$ cat config.mk
export PLATFORM = sky130hd
export DESIGN_NAME = sdram_colseq
export DESIGN_NICKNAME = d
export VERILOG_FILES = /design/src/rtl/colseq_pkg.sv /design/src/rtl/colseq_mode_reg.sv /design/src/rtl/colseq_addr_calc.sv /design/src/rtl/colseq_beat_ctl.sv /design/src/rtl/sdram_colseq.sv
export SDC_FILE = /design/constraint.sdc
export NUM_CORES = 1
export LEC_CHECK = 0
export ABC_AREA = 1
export BUFFER_PORTS_ARGS = -buffer_cell sky130_fd_sc_hd__buf_2
export CAP_MARGIN = 10
export CORE_MARGIN = 4
export CORE_UTILIZATION = 40
export CTS_CLUSTER_DIAMETER = 150
export DETAILED_ROUTE_END_ITERATION = 8
export MAX_ROUTING_LAYER = met4
export PLACE_DENSITY_LB_ADDON = 0.15
export SETUP_SLACK_MARGIN = 0.1
export SKIP_CTS_REPAIR_TIMING = 1
export SYNTH_ARGS = -nofsm -noshare
export SYNTH_HDL_FRONTEND = slang
export SYNTH_SLANG_ARGS = --single-unit
$ cat constraint.sdc
create_clock -name clk -period 4.9 [get_ports clk]
set_input_delay 0.98 -clock clk [delete_from_list [all_inputs] [get_ports clk]]
set_output_delay 0.98 -clock clk [all_outputs]
set_load 0.005 [all_outputs]
$ cat src/rtl/colseq_pkg.sv
package colseq_pkg;

   // width of the log2(burst length) field for fixed bursts (max length 8)
   localparam int LEN_LOG_W = 2;
   localparam int MODE_W    = 4;

   localparam logic [2:0] LCODE_1    = 3'b000;
   localparam logic [2:0] LCODE_2    = 3'b001;
   localparam logic [2:0] LCODE_4    = 3'b010;
   localparam logic [2:0] LCODE_8    = 3'b011;
   localparam logic [2:0] LCODE_PAGE = 3'b111;

   typedef struct packed {
      logic [LEN_LOG_W-1:0] len_log2;
      logic                 page;
      logic                 intlv;
      logic                 bad;
   } burst_cfg_t;

   function automatic burst_cfg_t decode_mode(input logic [MODE_W-1:0] m);
      burst_cfg_t c;
      c.len_log2 = '0;
      c.page     = 1'b0;
      c.intlv    = m[3];
      c.bad      = 1'b0;
      unique case (m[2:0])
         LCODE_1:    c.len_log2 = 2'd0;
         LCODE_2:    c.len_log2 = 2'd1;
         LCODE_4:    c.len_log2 = 2'd2;
         LCODE_8:    c.len_log2 = 2'd3;
         LCODE_PAGE: begin
            c.page = 1'b1;
            c.bad  = m[3];
         end
         default:    c.bad = 1'b1;
      endcase
      return c;
   endfunction

endpackage

$ cat src/rtl/colseq_mode_reg.sv
module colseq_mode_reg
   import colseq_pkg::*;
#(
   parameter int MW = MODE_W
) (
   input  logic          clk,
   input  logic          rst_n,
   input  logic          wr,
   input  logic [MW-1:0] mode_in,
   output burst_cfg_t    cfg
);

   if (MW != MODE_W) begin : g_bad_mw
      $error("colseq_mode_reg: MW must equal the package mode width");
   end

   logic [MW-1:0] mode_q;

   always_ff @(posedge clk or negedge rst_n) begin
      if (!rst_n)  mode_q <= '0;
      else if (wr) mode_q <= mode_in;
   end

   always_comb cfg = decode_mode(mode_q);

   // reserved setting flagged the cycle after it is written
   p_err_after_write_r3: assert property (@(posedge clk) disable iff (!rst_n)
      wr |=> (cfg.bad == (((mode_q[2:0] == 3'b100) || (mode_q[2:0] == 3'b101) ||
                           (mode_q[2:0] == 3'b110)) ||
                          ((mode_q[2:0] == 3'b111) && mode_q[3]))));

   // register only changes when written
   p_mode_hold_r11: assert property (@(posedge clk) disable iff (!rst_n)
      !wr |=> $stable(mode_q));

endmodule

$ cat src/rtl/colseq_addr_calc.sv
module colseq_addr_calc
   import colseq_pkg::*;
#(
   parameter int COL_W    = 9,
   parameter bit INTLV_EN = 1'b1
) (
   input  logic [COL_W-1:0]     base,
   input  logic [COL_W-1:0]     beat,
   input  logic [LEN_LOG_W-1:0] len_log2,
   input  logic                 page,
   input  logic                 intlv,
   output logic [COL_W-1:0]     col
);

   localparam int MAX_LOG = (1 << LEN_LOG_W) - 1;

   if (COL_W <= MAX_LOG) begin : g_bad_w
      $error("colseq_addr_calc: COL_W must exceed the largest fixed block");
   end

   logic [COL_W-1:0] sum_w;
   logic [COL_W-1:0] xor_w;

   always_comb sum_w = base + beat;

   if (INTLV_EN) begin : g_xor
      always_comb xor_w = base ^ beat;
   end else begin : g_no_xor
      always_comb xor_w = sum_w;
   end

   // per bit: inside the burst block take the ordered value, else hold base
   for (genvar i = 0; i < COL_W; i++) begin : g_bit
      logic in_blk;
      if (i < MAX_LOG) begin : g_low
         always_comb in_blk = page || (LEN_LOG_W'(i) < len_log2);
      end else begin : g_high
         always_comb in_blk = page;
      end
      always_comb col[i] = in_blk ? ((intlv && !page) ? xor_w[i] : sum_w[i]) : base[i];
   end

endmodule

$ cat src/rtl/colseq_beat_ctl.sv
module colseq_beat_ctl
   import colseq_pkg::*;
#(
   parameter int COL_W = 9
) (
   input  logic             clk,
   input  logic             rst_n,
   input  logic             start,
   input  logic [COL_W-1:0] start_col,
   input  logic             term,
   input  burst_cfg_t       cfg,
   output logic             run,
   output logic [COL_W-1:0] beat,
   output logic [COL_W-1:0] base,
   output burst_cfg_t       cfg_q,
   output logic             fin
);

   logic [COL_W-1:0] run_q_beat;
   logic             run_q;
   logic [COL_W-1:0] base_q;
   burst_cfg_t       cfg_r;
   logic [COL_W-1:0] final_beat;

   always_comb final_beat = COL_W'((1 << cfg_r.len_log2) - 1);
   always_comb fin = run_q && !cfg_r.page && (run_q_beat == final_beat);

   always_ff @(posedge clk or negedge rst_n) begin
      if (!rst_n) begin
         run_q      <= 1'b0;
         run_q_beat <= '0;
         base_q     <= '0;
         cfg_r      <= '0;
      end else if (start) begin
         run_q      <= !cfg.bad;
         run_q_beat <= '0;
         base_q     <= start_col;
         cfg_r      <= cfg;
      end else if (term) begin
         run_q <= 1'b0;
      end else if (run_q) begin
         if (fin) run_q <= 1'b0;
         else     run_q_beat <= run_q_beat + 1'b1;
      end
   end

   always_comb begin
      run   = run_q;
      beat  = run_q_beat;
      base  = base_q;
      cfg_q = cfg_r;
   end

   // a start with a reserved mode does not launch a burst
   p_no_burst_bad_r3: assert property (@(posedge clk) disable iff (!rst_n)
      (start && cfg.bad) |=> !run_q);

   // terminate without start stops the burst
   p_term_stop_r9: assert property (@(posedge clk) disable iff (!rst_n)
      (term && !start) |=> !run_q);

   // captured settings stay fixed through a burst
   p_cfg_held_r11: assert property (@(posedge clk) disable iff (!rst_n)
      (run_q && !start) |=> $stable(cfg_r));

endmodule

$ cat src/rtl/sdram_colseq.sv
module sdram_colseq
   import colseq_pkg::*;
#(
   parameter int COL_W    = 9,
   parameter bit INTLV_EN = 1'b1
) (
   input  logic             clk,
   input  logic             rst_n,
   input  logic             mode_wr,
   input  logic [3:0]       mode_in,
   input  logic             start,
   input  logic [COL_W-1:0] start_col,
   input  logic             term,
   output logic [COL_W-1:0] col_out,
   output logic             col_valid,
   output logic             col_last,
   output logic             mode_err
);

   localparam int BLK_MAX_LOG = (1 << LEN_LOG_W) - 1;

   burst_cfg_t       cfg_w;
   burst_cfg_t       cfg_run;
   logic             run_w;
   logic             fin_w;
   logic [COL_W-1:0] beat_w;
   logic [COL_W-1:0] base_w;
   logic [COL_W-1:0] col_w;

   colseq_mode_reg #(.MW(MODE_W)) i_mode (
      .clk     (clk),
      .rst_n   (rst_n),
      .wr      (mode_wr),
      .mode_in (mode_in),
      .cfg     (cfg_w)
   );

   colseq_beat_ctl #(.COL_W(COL_W)) i_ctl (
      .clk       (clk),
      .rst_n     (rst_n),
      .start     (start),
      .start_col (start_col),
      .term      (term),
      .cfg       (cfg_w),
      .run       (run_w),
      .beat      (beat_w),
      .base      (base_w),
      .cfg_q     (cfg_run),
      .fin       (fin_w)
   );

   colseq_addr_calc #(.COL_W(COL_W), .INTLV_EN(INTLV_EN)) i_addr (
      .base     (base_w),
      .beat     (beat_w),
      .len_log2 (cfg_run.len_log2),
      .page     (cfg_run.page),
      .intlv    (cfg_run.intlv),
      .col      (col_w)
   );

   always_comb begin
      col_out   = col_w;
      col_valid = run_w;
      col_last  = fin_w;
      mode_err  = cfg_w.bad;
   end

   // beat 0 is the start column, one edge after a good start
   p_beat0_r4: assert property (@(posedge clk) disable iff (!rst_n)
      (start && !cfg_w.bad) |=> (col_valid && (col_out == $past(start_col))));

   // fixed bursts never leave their aligned block
   p_in_block_r5: assert property (@(posedge clk) disable iff (!rst_n)
      (col_valid && !start && !term && !col_last && !cfg_run.page) |=>
         (col_out[COL_W-1:BLK_MAX_LOG] == $past(col_out[COL_W-1:BLK_MAX_LOG])));

   // last implies valid, and the burst closes after it
   p_last_valid_r7: assert property (@(posedge clk) disable iff (!rst_n)
      col_last |-> col_valid);
   p_end_after_last_r7: assert property (@(posedge clk) disable iff (!rst_n)
      (col_last && !start) |=> !col_valid);

   // continuous page bursts advance by one and never flag last
   p_page_step_r8: assert property (@(posedge clk) disable iff (!rst_n)
      (col_valid && cfg_run.page && !start && !term) |=>
         (col_valid && (col_out == COL_W'($past(col_out) + 1'b1)) && !col_last));

endmodule

==> results of run 1 <==
-- cell type report --
cell class	instances	area [um2]	area share
clock buffer	3	41.3	0.0193
clock inverter	1	7.51	0.00351
inverter	45	169	0.0790
multi-input combinational	201	1030	0.484
sequential	27	676	0.316
tap	52	65.1	0.0304
timing repair buffer	29	145	0.0679
-- registers in the layout (all words and copies together) (netlist names) --
signal / flops
i_ctl.base: 9
i_ctl.cfg_q: 4
i_mode.mode_q: 4
i_ctl.beat: 9
i_ctl.run: 1
-- power by group --
part           switching [W]  internal [W]  total (W)
registers          0.0000136      0.000237   0.000251
clock network      0.0000774     0.0000579   0.000135
logic              0.0000724     0.0000460   0.000118
total               0.000163      0.000341   0.000505
-- cell usage in the layout (no fill, tap or decap), types with 2 or more instances in the layout --
| cell type | instances |
|---|---|
| ha_1 | 10 |
| nand4_1 | 15 |
| buf_2 | 29 |
| o21ai_0 | 19 |
| o22ai_1 | 3 |
| dfrtp_1 | 27 |
| clkbuf_8 | 3 |
| a21oi_1 | 7 |
| inv_1 | 40 |
| nor2_2 | 2 |
| nand3_1 | 30 |
| nor2_1 | 12 |
| nand2_1 | 88 |
| or2_2 | 2 |
| inv_2 | 5 |
| xor2_1 | 4 |
| a31oi_1 | 2 |
-- path summary, 6_finish.rpt --
path,from,endpoint,slack [ps],cells past startpoint
max in group asynchronous,rst_n,i_ctl.beat[8],3770,1
worst max-delay path,i_ctl.beat[0],col_out[4],1710,8
worst min-delay path,i_mode.mode_q[2],i_ctl.cfg_q[2],520,2
min in group asynchronous,rst_n,i_ctl.base[4],700,1
worst min register to register,i_mode.mode_q[2],i_ctl.cfg_q[2],520,2
worst max register to register,i_ctl.cfg_q[4],i_ctl.beat[0],2910,12
-- logic make-up after synthesis --
family / Yosys count / synth area share
flip-flops: 27 / 0.352
buffers and inverters: 53 / 0.110
AO/OA/AOI/OAI: 33 / 0.0906
AND/OR/NAND/NOR: 153 / 0.354
XOR/XNOR: 4 / 0.0183
adder cells (fa/ha/maj): 11 / 0.0756
-- per-layer routing --
| metal | share of wire | routed length, um |
|---|---|---|
| met2 | 0.44 | 1970 |
| met1 | 0.50 | 2230 |
| met5 | 0 | 0 |
| met3 | 0.053 | 235 |
| met4 | 0.0047 | 21 |
-- worst min-delay path: stages (launching register included) --
cell and delay (ps):
dfrtp_1 350, nand3_1 70, o21ai_0 70
-- per-stage QoR --
step / setup slack [ps] / cells / util / hold slack [ps]
global placement: 2040 / 354 / 0.464 / 496
floorplan: 2280 / 281 / - / 468
global route: 1560 / 358 / 0.474 / 556
finish: 1710 / 358 / 0.474 / 523
detailed placement: 2030 / 354 / 0.464 / 501
CTS: 1700 / 358 / 0.474 / 530
==> qor.yml, run 1 <==
status:
  outcome: "complete, no violations"
critical_path:
  cp.required_ps: 3920
  worstSetupPathType: "register to output port"
  cpMaxStageDelayCell: "dfrtp_1"
  crit_path_frequent_cell: "nand3_1"
  start_kind: "register"
  crit_fanout: 6
  path_cells: "ha_1 -> fa_1 -> nand3_1 -> nand3_1 -> or2_2 -> nand3_1 -> o21ai_0 -> buf_2"
  path_buf_inv: 1
  cp_slowest_stage_delay_ps: 450
  critPathCaptureType: "output port"
  cpLargestDelayFamily: "adder cells"
  worstPathArrival_ps: 2210
clock_tree:
  clkTransAtPathRegs_ps: 100
  insertion_delay_ps: 280
  cts.htree.levels: 1
  cts_tree: "done"
  cts-root-buf: "clkbuf_8"
  cts.path.max_buffers: 2
  cts.sinks: 27
  cts_buffers: 3
synthesis:
  synth_area_mm2: 0.00192
  synth_most_common_cell: "nand2_1"
  synthTopCellsByCount: "nand2_1 (88), inv_1 (40), nand3_1 (30), dfrtp_1 (27), o21ai_0 (19)"
  yosys.area.top_type_share: 0.352
  synth_top_area_cell: "dfrtp_1"
  ys_types: 25
  yosys_warnings: 0
  synth_flop_cell: "dfrtp_1"
  synth_edf_count: 0
  ys_ff_latch: 27
  synth_async_sr_flop_share: 1.00
  syn_nets: 310
  ys_top_cells_by_area: "dfrtp_1 (35%), nand2_1 (17%), inv_1 (7.8%), nand3_1 (7.8%), ha_1 (6.5%)"
  syn-instance-count: 281
  ys_seq_area_frac: 0.352
  postSynthAreaPerCell_um2: 6.83
floorplan:
  boundaryPins: 30
  start_util: 0.426
  fp.dieH_um: 77.3
  core_mm2: 0.00450
  rows: 24
  die_w_um: 77.3
  die_area_mm2: 0.00597
global_routing:
  grt_pass1_vias: 1633
  busiest_layer: "met2"
  grt_use_total: 0.159
  grt-ovfl-total: 0
  grt_util_met3: 0.0328
  met2_usage: 0.249
  grt_util_met1: 0.217
  grt_max_degree: 28
  grt_pass1_wl_um: 7590
  grt_antenna_before_repair: 0
run:
  maxCapViolCount: 0
detailed_routing:
  drt_iter0_drc: 128
  first_pass_iters: 4
  vias: 1817
  routed_wl_um: 4460
  final_antenna_net_count: 0
  drc: 0
  via_per_inst: 5.08
  post_drt_wl_per_cell_um: 12.5
place:
  gp_congestion: 0.823
  dp_hpwl_um: 3320
  port_buffers: 29
  place_area_mm2: 0.00209
finish:
  final_nets: 336
  fill_cells: 474
  area_growth_pct: 11.3
  final_area_mm2: 0.00214
  n_antenna_cell: 0
  drive_above_1_share: 0.147
pwr:
  finalPower_w: 0.000505
  powerDensity_mw_per_mm2: 236
  leakage_nw: 1.24
  ir_worst_vdd_mv: 0.156
sta:
  fmax_ghz: 0.313
  setup_tns_ps: 0
  worst_pin_slew_ps: 889
  clock_skew_ps: 1.63
  slew_headroom: 0.405
  rsz0062_at_grt: "no"
  finalSetupViolCount: 0
  report.final.slew_viol_count: 0
  period_share: 0.652
  fin_crit_ps: 3190
  hold_viol: 0
min_path:
  min_path_type: "register to register"
Power figures use the tool's default switching activity.
==> run 2, diff against run 1 <==
- clock period: 4.9 -> 3.3 ns (I/O delays scaled with it)
==> qor.yml, run 2 (synthesized netlist as in run 1, its figures left out) <==
status:
  outcome: "complete, no violations"
global_routing:
  grt_pass1_vias: 1658
  grt_max_degree: 28
  grt-ovfl-total: 0
  grt_use_total: 0.167
  grt_antenna_before_repair: 0
  grt_pass1_wl_um: 7800
sta:
  period_share: 0.874
  worst_pin_slew_ps: 825
  slew_headroom: 0.448
  fin_crit_ps: 2880
  report.final.slew_viol_count: 0
  finalSetupViolCount: 0
  hold_viol: 0
  clock_skew_ps: 9.07
  fmax_ghz: 0.347
  rsz0062_at_grt: "no"
  setup_tns_ps: 0
floorplan:
  start_util: 0.426
  die_w_um: 77.3
  rows: 24
  die_area_mm2: 0.00597
  fp.dieH_um: 77.3
  boundaryPins: 30
  core_mm2: 0.00450
pwr:
  powerDensity_mw_per_mm2: 356
  finalPower_w: 0.000762
  leakage_nw: 1.24
  ir_worst_vdd_mv: 0.321
detailed_routing:
  highest_layer: "met4"
  final_antenna_net_count: 0
  routed_wl_um: 4590
  drc: 0
  route.met3.wl_um: 233
  drt_iter0_drc: 130
  via_per_inst: 5.05
  first_pass_iters: 5
  vias: 1807
  wl_met1_um: 2310
  post_drt_wl_per_cell_um: 12.8
  dr_wl_met2_um: 1980
clock_tree:
  clkTransAtPathRegs_ps: 110
  cts_buffers: 3
  cts.path.max_buffers: 2
  cts_tree: "done"
  insertion_delay_ps: 290
  cts.sinks: 27
  cts.htree.levels: 1
  cts-root-buf: "clkbuf_8"
finish:
  n_antenna_cell: 0
  fin_cells: 358
  drive_above_1_share: 0.147
  area_growth_pct: 11.4
  final_common_cell: "nand2_1"
  layout_common_cells: "nand2_1 (88), inv_1 (40), nand3_1 (30)"
  final_nets: 336
place:
  gp_congestion: 0.823
  dp_hpwl_um: 3340
  dp_cells: 354
  port_buffers: 29
run:
  maxCapViolCount: 0
critical_path:
  start_kind: "register"
  cp.required_ps: 2640
  worstPathArrival_ps: 2220
  crit_fanout: 6
  worstSetupPathType: "register to output port"
  critPathCaptureType: "output port"
min_path:
  min_path_type: "primary input to async pin"
[run 2: layout make-up]
cell class              count  area (um2)
well taps                  52        65.1
inverters                  45         169
clock inverters             1        8.76
multi-input cells         201        1030
fillers                   479        2370
flip-flops and latches     27         676
clock buffers               3        41.3
repair buffers             29         145
[run 2: critical path, cell delays in order (launching register included)]
cell     delay [ps]
dfrtp_1         460
ha_1            260
fa_1            400
nand3_1         100
nand3_1         130
or2_2           300
nand3_1          60
o21ai_0          80
buf_2           150
[run 2: worst paths after layout]
check                                 start        endpoint  slack, ps  depth (start not counted)
setup / recovery              i_ctl.beat[0]      col_out[4]        420                          8
hold / removal                        rst_n   i_ctl.base[8]        370                          1
setup reg to reg             i_ctl.cfg_q[4]   i_ctl.beat[0]       1310                         12
hold reg to reg            i_mode.mode_q[2]  i_ctl.cfg_q[2]        530                          2
max in group asynchronous             rst_n   i_ctl.beat[3]       2510                          1
min in group clk           i_mode.mode_q[2]  i_ctl.cfg_q[2]        530                          2
[run 2: routing by layer]
metal,global-route usage,vias up
met3,0.0363,7
met4,0.0445,0
met1,0.227,801
met5,-,-
met2,0.250,40
li1,-,959
[run 2: report_power, final]
group          internal (W)  total [W]  switching (W)  leakage, nW
clock             0.0000892   0.000213       0.000124       0.0261
sequential         0.000353   0.000373      0.0000204        0.348
combinational     0.0000682   0.000176       0.000108        0.871
[run 2: through the flow]
| stage | hold slack, ps | util | setup WS, ps | cell area, um2 |
|---|---|---|---|---|
| floorplan | 364 | - | 998 | 1920 |
| global placement | 496 | 0.464 | 764 | 2090 |
| detailed placement | 505 | 0.464 | 755 | 2090 |
| CTS | 405 | 0.475 | 421 | 2140 |
| global route | 427 | 0.475 | 240 | 2140 |
| finish | 372 | 0.475 | 415 | 2140 |
==> run 3, diff against run 2 <==
- CORE_ASPECT_RATIO: default -> 0.8
==> qor.yml, run 3 (synthesized netlist as in run 1, its figures left out) <==
status:
  outcome: "complete, no violations"
clock_tree:
  cts_tree: "done"
  cts.sinks: 27
  cts.path.max_buffers: 2
  insertion_delay_ps: 280
  cts.htree.levels: 1
  cts-root-buf: "clkbuf_8"
  clkTransAtPathRegs_ps: 110
  cts_buffers: 3
pwr:
  ir_worst_vdd_mv: 0.173
  leakage_nw: 1.25
  power.internal_w: 0.000506
  powerDensity_mw_per_mm2: 348
  combPwrFrac: 0.238
  p_switching_w: 0.000243
  seq_power_share: 0.498
  pwr-share-clk: 0.264
  p_sw_frac: 0.324
critical_path:
  worstPathArrival_ps: 2220
  path_buf_inv: 1
  critPathCaptureType: "output port"
  cpMaxStageDelayCell: "dfrtp_1"
  timing.rr.start: "i_ctl.cfg_q[4]"
  reg2reg_to: "i_ctl.beat[3]"
  crit_fanout: 6
  cp.required_ps: 2640
  r2r_slack_ps: 1270
  start_kind: "register"
  crit_path_frequent_cell: "nand3_1"
  cp_slowest_stage_delay_ps: 460
  path_cells: "ha_1 -> fa_1 -> nand3_1 -> nand3_1 -> or2_2 -> nand3_1 -> o21ai_0 -> buf_2"
  cpLargestDelayFamily: "adder cells"
  worstSetupPathType: "register to output port"
  r2r_cells: 12
floorplan:
  fp.dieH_um: 70.0
  boundaryPins: 30
  rows: 22
  start_util: 0.415
  die_w_um: 85.4
  die_area_mm2: 0.00598
  core_mm2: 0.00462
finish:
  drive_above_1_share: 0.150
  area_growth_pct: 12.1
  final_common_cell: "nand2_1"
  final_nets: 337
  final_util: 0.465
  layout_common_cells: "nand2_1 (88), inv_1 (40), nand3_1 (30)"
  fin_cells: 367
  n_antenna_cell: 0
global_routing:
  grt_pass1_vias: 1616
  grt-ovfl-total: 0
  grt_max_degree: 28
  grt_antenna_before_repair: 0
  grt_pass1_wl_um: 7650
  grt_use_total: 0.164
sta:
  slew_headroom: 0.526
  fin_crit_ps: 2880
  fmax_ghz: 0.347
  rsz0062_at_grt: "no"
  finalSetupViolCount: 0
  report.final.slew_viol_count: 0
  clock_skew_ps: 12.5
  worst_pin_slew_ps: 711
  hold_viol: 0
  period_share: 0.873
  setup_tns_ps: 0
place:
  port_buffers: 29
  dp_hpwl_um: 3420
  gp_congestion: 0.859
  dp_cells: 363
min_path:
  min_path_type: "primary input to async pin"
run:
  maxCapViolCount: 0
detailed_routing:
  final_antenna_net_count: 0
  post_drt_wl_per_cell_um: 12.6
  via_per_inst: 4.92
  vias: 1804
  first_pass_iters: 4
  drt_iter0_drc: 83
  routed_wl_um: 4630
  drc: 0
[run 3: per-layer routing]
metal / GRT usage / up-vias / share of wire
li1: - / 959 / -
met1: 0.240 / 810 / 0.52
met2: 0.234 / 33 / 0.43
met3: 0.0342 / 2 / 0.043
met4: 0.0334 / 0 / 0.0058
met5: - / - / 0
[run 3: worst max-delay path by stage]
stage | cells past startpoint | endpoint | startpoint
final | 8 | col_out[4] | i_ctl.beat[0]
after global routing | 8 | col_out[4] | i_ctl.beat[0]
after CTS | 8 | col_out[4] | i_ctl.beat[0]
after detailed placement | 8 | col_out[4] | i_ctl.beat[0]
after global placement | 8 | col_out[4] | i_ctl.beat[0]
after floorplan | 7 | col_out[4] | i_ctl.beat[0]
[run 3: final cells by class]
type | instances | area, um2
Multi-Input combinational cell | 201 | 1030
Inverter | 45 | 169
Clock buffer | 3 | 41.3
Sequential cell | 27 | 676
Clock inverter | 1 | 5.00
Timing Repair Buffer | 30 | 153
Tap cell | 60 | 75.1
Fill cell | 494 | 2470
[run 3: power by group through the flow]
stage          registers, W  logic [W]  clock network, W
2_1_floorplan      0.000373   0.000121                 0
3_3_place_gp       0.000379   0.000178                 0
3_5_place_dp       0.000380   0.000180                 0
4_1_cts            0.000373   0.000181          0.000199
5_1_grt            0.000376   0.000205          0.000215
6_report           0.000373   0.000178          0.000198
[run 3: worst reg2reg max path, delay by kind of cell, from the launching register on]
family / cells / cell delay, ps
adders and majority gates: 1 / 310
and+or+nand+nor: 9 / 1090
buffers and inverters: 2 / 150
DFF: 1 / 430
[run 3: stage by stage]
step / total power [W] / cell area (um2) / worst slack, ps / hold WS (ps)
floorplan: 0.000494 / 1920 / 998 / 364
global route: 0.000796 / 2150 / 301 / 440
finish: 0.000749 / 2150 / 418 / 385
CTS: 0.000753 / 2150 / 419 / 415
global placement: 0.000558 / 2110 / 792 / 511
detailed placement: 0.000560 / 2110 / 743 / 512
